$ cat src/rtl/mstat_pkg.sv
package mstat_pkg;
  // Field positions of the status word (fixed by the decoding in the core)
  localparam int P_UIE    = 0;
  localparam int P_SIE    = 1;
  localparam int P_MIE    = 3;
  localparam int P_UPIE   = 4;
  localparam int P_SPIE   = 5;
  localparam int P_MPIE   = 7;
  localparam int P_SPP    = 8;
  localparam int P_MPP_LO = 11;
  localparam int P_FS_LO  = 13;
  localparam int P_XS_LO  = 15;
  localparam int P_MPRV   = 17;
  localparam int P_SUM    = 18;
  localparam int P_MXR    = 19;

  typedef enum logic [1:0] {
    LVL_USER  = 2'd0,
    LVL_SUPER = 2'd1,
    LVL_RSVD  = 2'd2,
    LVL_MACH  = 2'd3
  } priv_lvl_e;

  typedef enum logic [1:0] {
    EXT_OFF   = 2'd0,
    EXT_INIT  = 2'd1,
    EXT_CLEAN = 2'd2,
    EXT_DIRTY = 2'd3
  } ext_state_e;

  // Is a requested previous-privilege level one the core can return to
  function automatic logic mpp_legal(input logic [1:0] lvl, input logic s_ok, input logic u_ok);
    case (priv_lvl_e'(lvl))
      LVL_MACH:  return 1'b1;
      LVL_SUPER: return s_ok;
      LVL_USER:  return u_ok;
      default:   return 1'b0;
    endcase
  endfunction

  // Floating-point state squashed to off or dirty
  function automatic logic [1:0] fs_squash(input logic [1:0] fs);
    return (fs == EXT_OFF) ? EXT_OFF : EXT_DIRTY;
  endfunction
endpackage

$ cat src/rtl/mstat_masks.sv
module mstat_masks #(
  parameter int XLEN = 32
) (
  output logic [XLEN-1:0] m_wmask,
  output logic [XLEN-1:0] s_vmask,
  output logic [XLEN-1:0] xlate_mask
);
  import mstat_pkg::*;
  localparam int SD_POS = XLEN - 1;

  always_comb begin
    m_wmask = '0;
    m_wmask[P_SIE]  = 1'b1;
    m_wmask[P_MIE]  = 1'b1;
    m_wmask[P_SPIE] = 1'b1;
    m_wmask[P_MPIE] = 1'b1;
    m_wmask[P_SPP]  = 1'b1;
    m_wmask[P_MPP_LO +: 2] = 2'b11;
    m_wmask[P_FS_LO +: 2]  = 2'b11;
    m_wmask[P_MPRV] = 1'b1;
    m_wmask[P_SUM]  = 1'b1;
    m_wmask[P_MXR]  = 1'b1;
  end

  always_comb begin
    s_vmask = '0;
    s_vmask[P_UIE]  = 1'b1;
    s_vmask[P_SIE]  = 1'b1;
    s_vmask[P_UPIE] = 1'b1;
    s_vmask[P_SPIE] = 1'b1;
    s_vmask[P_SPP]  = 1'b1;
    s_vmask[P_FS_LO +: 2] = 2'b11;
    s_vmask[P_XS_LO +: 2] = 2'b11;
    s_vmask[P_SUM]  = 1'b1;
    s_vmask[P_MXR]  = 1'b1;
    s_vmask[SD_POS] = 1'b1;
  end

  always_comb begin
    xlate_mask = '0;
    xlate_mask[P_MPP_LO +: 2] = 2'b11;
    xlate_mask[P_MPRV] = 1'b1;
    xlate_mask[P_SUM]  = 1'b1;
    xlate_mask[P_MXR]  = 1'b1;
  end
endmodule

$ cat src/rtl/mstat_legalize.sv
module mstat_legalize #(
  parameter int XLEN = 32
) (
  input  logic [XLEN-1:0] cur,
  input  logic [XLEN-1:0] wdata,
  input  logic            sview,
  input  logic            s_present,
  input  logic            u_present,
  input  logic [XLEN-1:0] m_wmask,
  input  logic [XLEN-1:0] s_vmask,
  input  logic [XLEN-1:0] xlate_mask,
  output logic [XLEN-1:0] nxt,
  output logic            xlate_change,
  output logic            mpp_dropped
);
  import mstat_pkg::*;
  localparam int SD_POS = XLEN - 1;

  logic [XLEN-1:0] src;
  logic [XLEN-1:0] eff_mask;
  logic [XLEN-1:0] merged;

  // Supervisor path: splice only the visible bits into the current word
  assign src = sview ? ((cur & ~s_vmask) | (wdata & s_vmask)) : wdata;

  assign mpp_dropped = !mpp_legal(src[P_MPP_LO +: 2], s_present, u_present);

  always_comb begin
    eff_mask = m_wmask;
    if (mpp_dropped) eff_mask[P_MPP_LO +: 2] = 2'b00;
  end

  always_comb begin
    merged = (cur & ~eff_mask) | (src & eff_mask);
    merged[P_FS_LO +: 2] = fs_squash(merged[P_FS_LO +: 2]);
    merged[SD_POS] = (merged[P_FS_LO +: 2] == EXT_DIRTY) ||
                     (merged[P_XS_LO +: 2] == EXT_DIRTY);
    nxt = merged;
  end

  assign xlate_change = |((nxt ^ cur) & xlate_mask);
endmodule

$ cat src/rtl/mstat_reg.sv
module mstat_reg #(
  parameter int XLEN = 32
) (
  input  logic            clk,
  input  logic            rst_n,
  input  logic            wr_en,
  input  logic            wr_sview,
  input  logic [XLEN-1:0] wr_data,
  input  logic            s_present,
  input  logic            u_present,
  output logic [XLEN-1:0] m_rdata,
  output logic [XLEN-1:0] s_rdata,
  output logic            tlb_flush
);
  import mstat_pkg::*;
  localparam int SD_POS = XLEN - 1;

  logic [XLEN-1:0] st_q;
  logic [XLEN-1:0] st_nxt;
  logic [XLEN-1:0] m_wmask, s_vmask, xlate_mask;
  logic            xlate_change;
  logic            mpp_dropped;
  logic            flush_q;

  mstat_masks #(.XLEN(XLEN)) u_masks (
    .m_wmask    (m_wmask),
    .s_vmask    (s_vmask),
    .xlate_mask (xlate_mask)
  );

  mstat_legalize #(.XLEN(XLEN)) u_legal (
    .cur          (st_q),
    .wdata        (wr_data),
    .sview        (wr_sview),
    .s_present    (s_present),
    .u_present    (u_present),
    .m_wmask      (m_wmask),
    .s_vmask      (s_vmask),
    .xlate_mask   (xlate_mask),
    .nxt          (st_nxt),
    .xlate_change (xlate_change),
    .mpp_dropped  (mpp_dropped)
  );

  always_ff @(posedge clk or negedge rst_n) begin
    if (!rst_n) begin
      st_q    <= '0;
      flush_q <= 1'b0;
    end else begin
      flush_q <= wr_en && xlate_change;
      if (wr_en) st_q <= st_nxt;
    end
  end

  assign m_rdata   = st_q;
  assign s_rdata   = st_q & s_vmask;
  assign tlb_flush = flush_q;

  AST_KEEP_UNWRITABLE: assert property (@(posedge clk) disable iff (!rst_n)
    $stable(st_q & ~m_wmask & ~({{(XLEN-1){1'b0}}, 1'b1} << SD_POS)));
  AST_MPP_NOT_RSVD: assert property (@(posedge clk) disable iff (!rst_n)
    st_q[P_MPP_LO +: 2] != LVL_RSVD);
  AST_MPP_DROP_HOLDS: assert property (@(posedge clk) disable iff (!rst_n)
    (wr_en && mpp_dropped) |=> $stable(st_q[P_MPP_LO +: 2]));
  AST_FS_TWO_STATE: assert property (@(posedge clk) disable iff (!rst_n)
    st_q[P_FS_LO +: 2] == EXT_OFF || st_q[P_FS_LO +: 2] == EXT_DIRTY);
  AST_SD_FOLLOWS_FS: assert property (@(posedge clk) disable iff (!rst_n)
    st_q[SD_POS] == (st_q[P_FS_LO +: 2] == EXT_DIRTY));
  AST_FLUSH_AFTER_WRITE: assert property (@(posedge clk) disable iff (!rst_n)
    tlb_flush |-> $past(wr_en));
  AST_SVIEW_MASKED: assert property (@(posedge clk) disable iff (!rst_n)
    (s_rdata & ~s_vmask) == '0);
  AST_SWRITE_KEEPS_M: assert property (@(posedge clk) disable iff (!rst_n)
    (wr_en && wr_sview) |=> ($stable(st_q[P_MIE]) && $stable(st_q[P_MPIE]) &&
                             $stable(st_q[P_MPRV]) && $stable(st_q[P_MPP_LO +: 2])));
  AST_IDLE_HOLDS: assert property (@(posedge clk) disable iff (!rst_n)
    !wr_en |=> $stable(st_q));
endmodule

$ cat config.mk
export PLATFORM = sky130hd
export DESIGN_NAME = mstat_reg
export DESIGN_NICKNAME = d
export VERILOG_FILES = /design/src/rtl/mstat_pkg.sv /design/src/rtl/mstat_masks.sv /design/src/rtl/mstat_legalize.sv /design/src/rtl/mstat_reg.sv
export SDC_FILE = /design/constraint.sdc
export NUM_CORES = 1
export LEC_CHECK = 0
export BUFFER_PORTS_ARGS = -buffer_cell sky130_fd_sc_hd__buf_2
export CORE_MARGIN = 4
export CORE_UTILIZATION = 35
export DETAILED_ROUTE_END_ITERATION = 7
export MAX_ROUTING_LAYER = met4
export PLACE_DENSITY = 0.8
export SYNTH_ARGS = -nofsm -noshare
export SYNTH_HDL_FRONTEND = slang
export SYNTH_SLANG_ARGS = --single-unit
$ cat constraint.sdc
create_clock -name clk -period 1.7 [get_ports clk]
set_clock_uncertainty 0.15 [all_clocks]
set_input_delay 0.425 -clock clk [delete_from_list [all_inputs] [get_ports clk]]
set_output_delay 0.425 -clock clk [all_outputs]
set_load 0.02 [all_outputs]
==> metrics.md <==
| Metric | Value |
|---|---|
| Status | `completed` |
| Clock buffer count from CTS | `3` |
| Worst Setup End Kind | `output port` |
| Synthesized area per cell | `9.66 um^2` |
| Detailed placer's ending HPWL | `~1400 um` |
| Largest stage delay, worst path | `0.44 ns` |
| Crit Path Class | `register to output port` |
| Area of the mapped netlist | `995 um^2` |
| Worst slack, placed | `~0.078 ns` |
| Global route total overflow | `0` |
| Final setup TNS | `0 ns` |
| Commonest non-fill, non-tap cells in the layout | `43 x conb_1, 39 x buf_2, 12 x dfrtp_1` |
| Share of cells above drive strength 1 | `40.7%` |
| Cts repair resizes | `0` |
| Clock sinks | `12` |
| Fin nets | `around 170` |
| Max_cap viols | `0` |
| Commonest non-fill, non-tap cell in the layout | `conb_1` |
| Yosys reg bits | `12` |
| Synth Warn # | `0` |
| CP max FO | `7` |
| CP delay by family, top | `flip-flops` |
| Hold crit path type | `input pin to register` |
| Worst path arrival time | `0.91 ns` |
| Synth cell types | `20` |
| Clock-pin transition on the worst setup and hold timing paths | `0.08 ns` |
| Antenna violation net count after detailed routing | `0` |
| Achievable Freq | `673 MHz` |
| Core footprint | `2730 um^2` |
| Clk buf depth | `2` |
| Number of global-route vias before repair | `500` |
| Die W | `61.3 um` |
| Final min period | `between 1 and 1.5 ns` |
| Final setup violation count | `0` |
| H-tree depth | `1` |
| Final Wtd Congestion | `0.703` |
| Height of the die | `61.3 um` |
| CTS tree | `yes` |
| VDD IR max | `around 0.00066 V` |
| Fin. max-slew vios | `0` |
| Violation count after the first detailed-route iteration | `8` |
| Routed length per placed instance | `around 10 um` |
| I/O pin count | `103` |
| Diodes inserted | `0` |
| Leakage | `0.574 nW` |
| CP bufs+invs | `1` |
| CP max-delay cell | `dfrtp_1` |
| Buffers on Ports | `39` |
| Worst skew pair latency | `0.27 ns` |
| Initial antenna violation count | `0` |
| CP cell instances | `buf_2` |
| Vias/cell | `3.91` |
| Area growth, synth to finish | `3.52%` |
| Pwr Density | `913 nW/um^2` |
| Fin worst setup slack | `0.215 ns` |
| Inst Count DP | `161` |
| FP Rows | `19` |
| Pin count of the biggest net entering global routing | `13` |
| Final wirelength | `about 1700 um` |
| Sequential area share after synthesis | `roughly 30%` |
| Vias after detailed routing | `649` |
| Final period utilization | `87.3%` |
| RSZ-0062 raised after global routing | `false` |
| Die area | `3760 um^2` |
| Global-route wire length before repair | `about 2300 um` |
| Worst Path Required | `1.12 ns` |
| Synthesized instance count | `103` |
| Initial core utilization | `36.4%` |
| Final core occ | `37.7%` |
| Pre-Repair DR Iteration Count | `2` |
| Hold Vio Cnt, Final | `0` |
| Root Buffer | `clkbuf_4` |
| Final cell count without fillers | `about 170` |
| Gr usage total | `about 8.6%` |
| Remaining DRCs | `0` |
| Startpoint Class | `register` |
[report_power, final]
part           internal (mW)  switching, mW  leakage [nW]
Combinational          0.115          0.240         0.412
Sequential             0.324         0.0360         0.141
Clock                  0.130         0.0956        0.0210
[repair_timing]
item,in CTS,in global routing
endpoints found under the hold margin,12,0
hold buffers,1,0
setup buffers,0,0
[area by class of cell]
class	instances	area, um^2
Clock buffer	4	36.3
Fill cell	296	1700
Inverter	2	7.51
Timing Repair Buffer	41	213
Sequential cell	12	300
Multi-Input combinational cell	76	434
Tap cell	31	38.8
[through the flow]
stage	total power [mW]	hold slack (ns)	instance area [um^2]
2_1_floorplan	0.717	-0.0206	1150
3_3_place_gp	0.716	0.174	983
3_5_place_dp	0.721	0.180	983
4_1_cts	0.961	0.219	1030
5_1_grt	1.01	0.224	1030
6_report	0.941	0.234	1030
[worst paths after layout]
check | from | slack, ns | cells past startpoint | endpoint
setup reg to reg | m_rdata[11]$_DFFE_PN0P_ | 0.30 | 3 | m_rdata[12]$_DFFE_PN0P_
min in group asynchronous | rst_n | 0.41 | 2 | tlb_flush$_DFF_PN0_
setup / recovery | m_rdata[11]$_DFFE_PN0P_ | 0.22 | 1 | m_rdata[11]
hold / removal | wr_data[8] | 0.23 | 2 | m_rdata[8]$_DFFE_PN0P_
hold reg to reg | register | 0.36 | 1 | register
max in group asynchronous | rst_n | 0.76 | 2 | m_rdata[5]$_DFFE_PN0P_
[logic make-up after synthesis]
family | after synthesis | synth area share [%]
buf+inv | 57 | 42.0
mux | 12 | 13.7
flops | 12 | 30.2
compound gates | 11 | 7.17
simple gates | 7 | 3.90
xor+xnor | 3 | 2.64
other cells | 1 | 0.377
[layer usage]
layer	track usage, %	wire (um)	vias up
li1	-	-	309
met1	10.8	628	294
met2	13.9	823	46
met3	3.77	238	0
met4	0	0	0
met5	-	0	-
[synthesized netlist by cell type (all sizes together)]
cell type	number	area, um^2
a31o	1	8.76
a21oi	3	15.0
a311oi	1	8.76
mux2i	2	20.0
nor2b	1	6.26
mux2	10	116
nor4bb	1	10.0
o31ai	1	7.51
xor2	3	26.3
dfrtp	12	300
buf	55	410
and2b	1	7.51
nor2	4	15.0
a31oi	3	18.8
o21ai	1	5.00
a21boi	1	7.51
inv	2	7.51
conb	1	3.75
(Power assumes the default switching activity.)
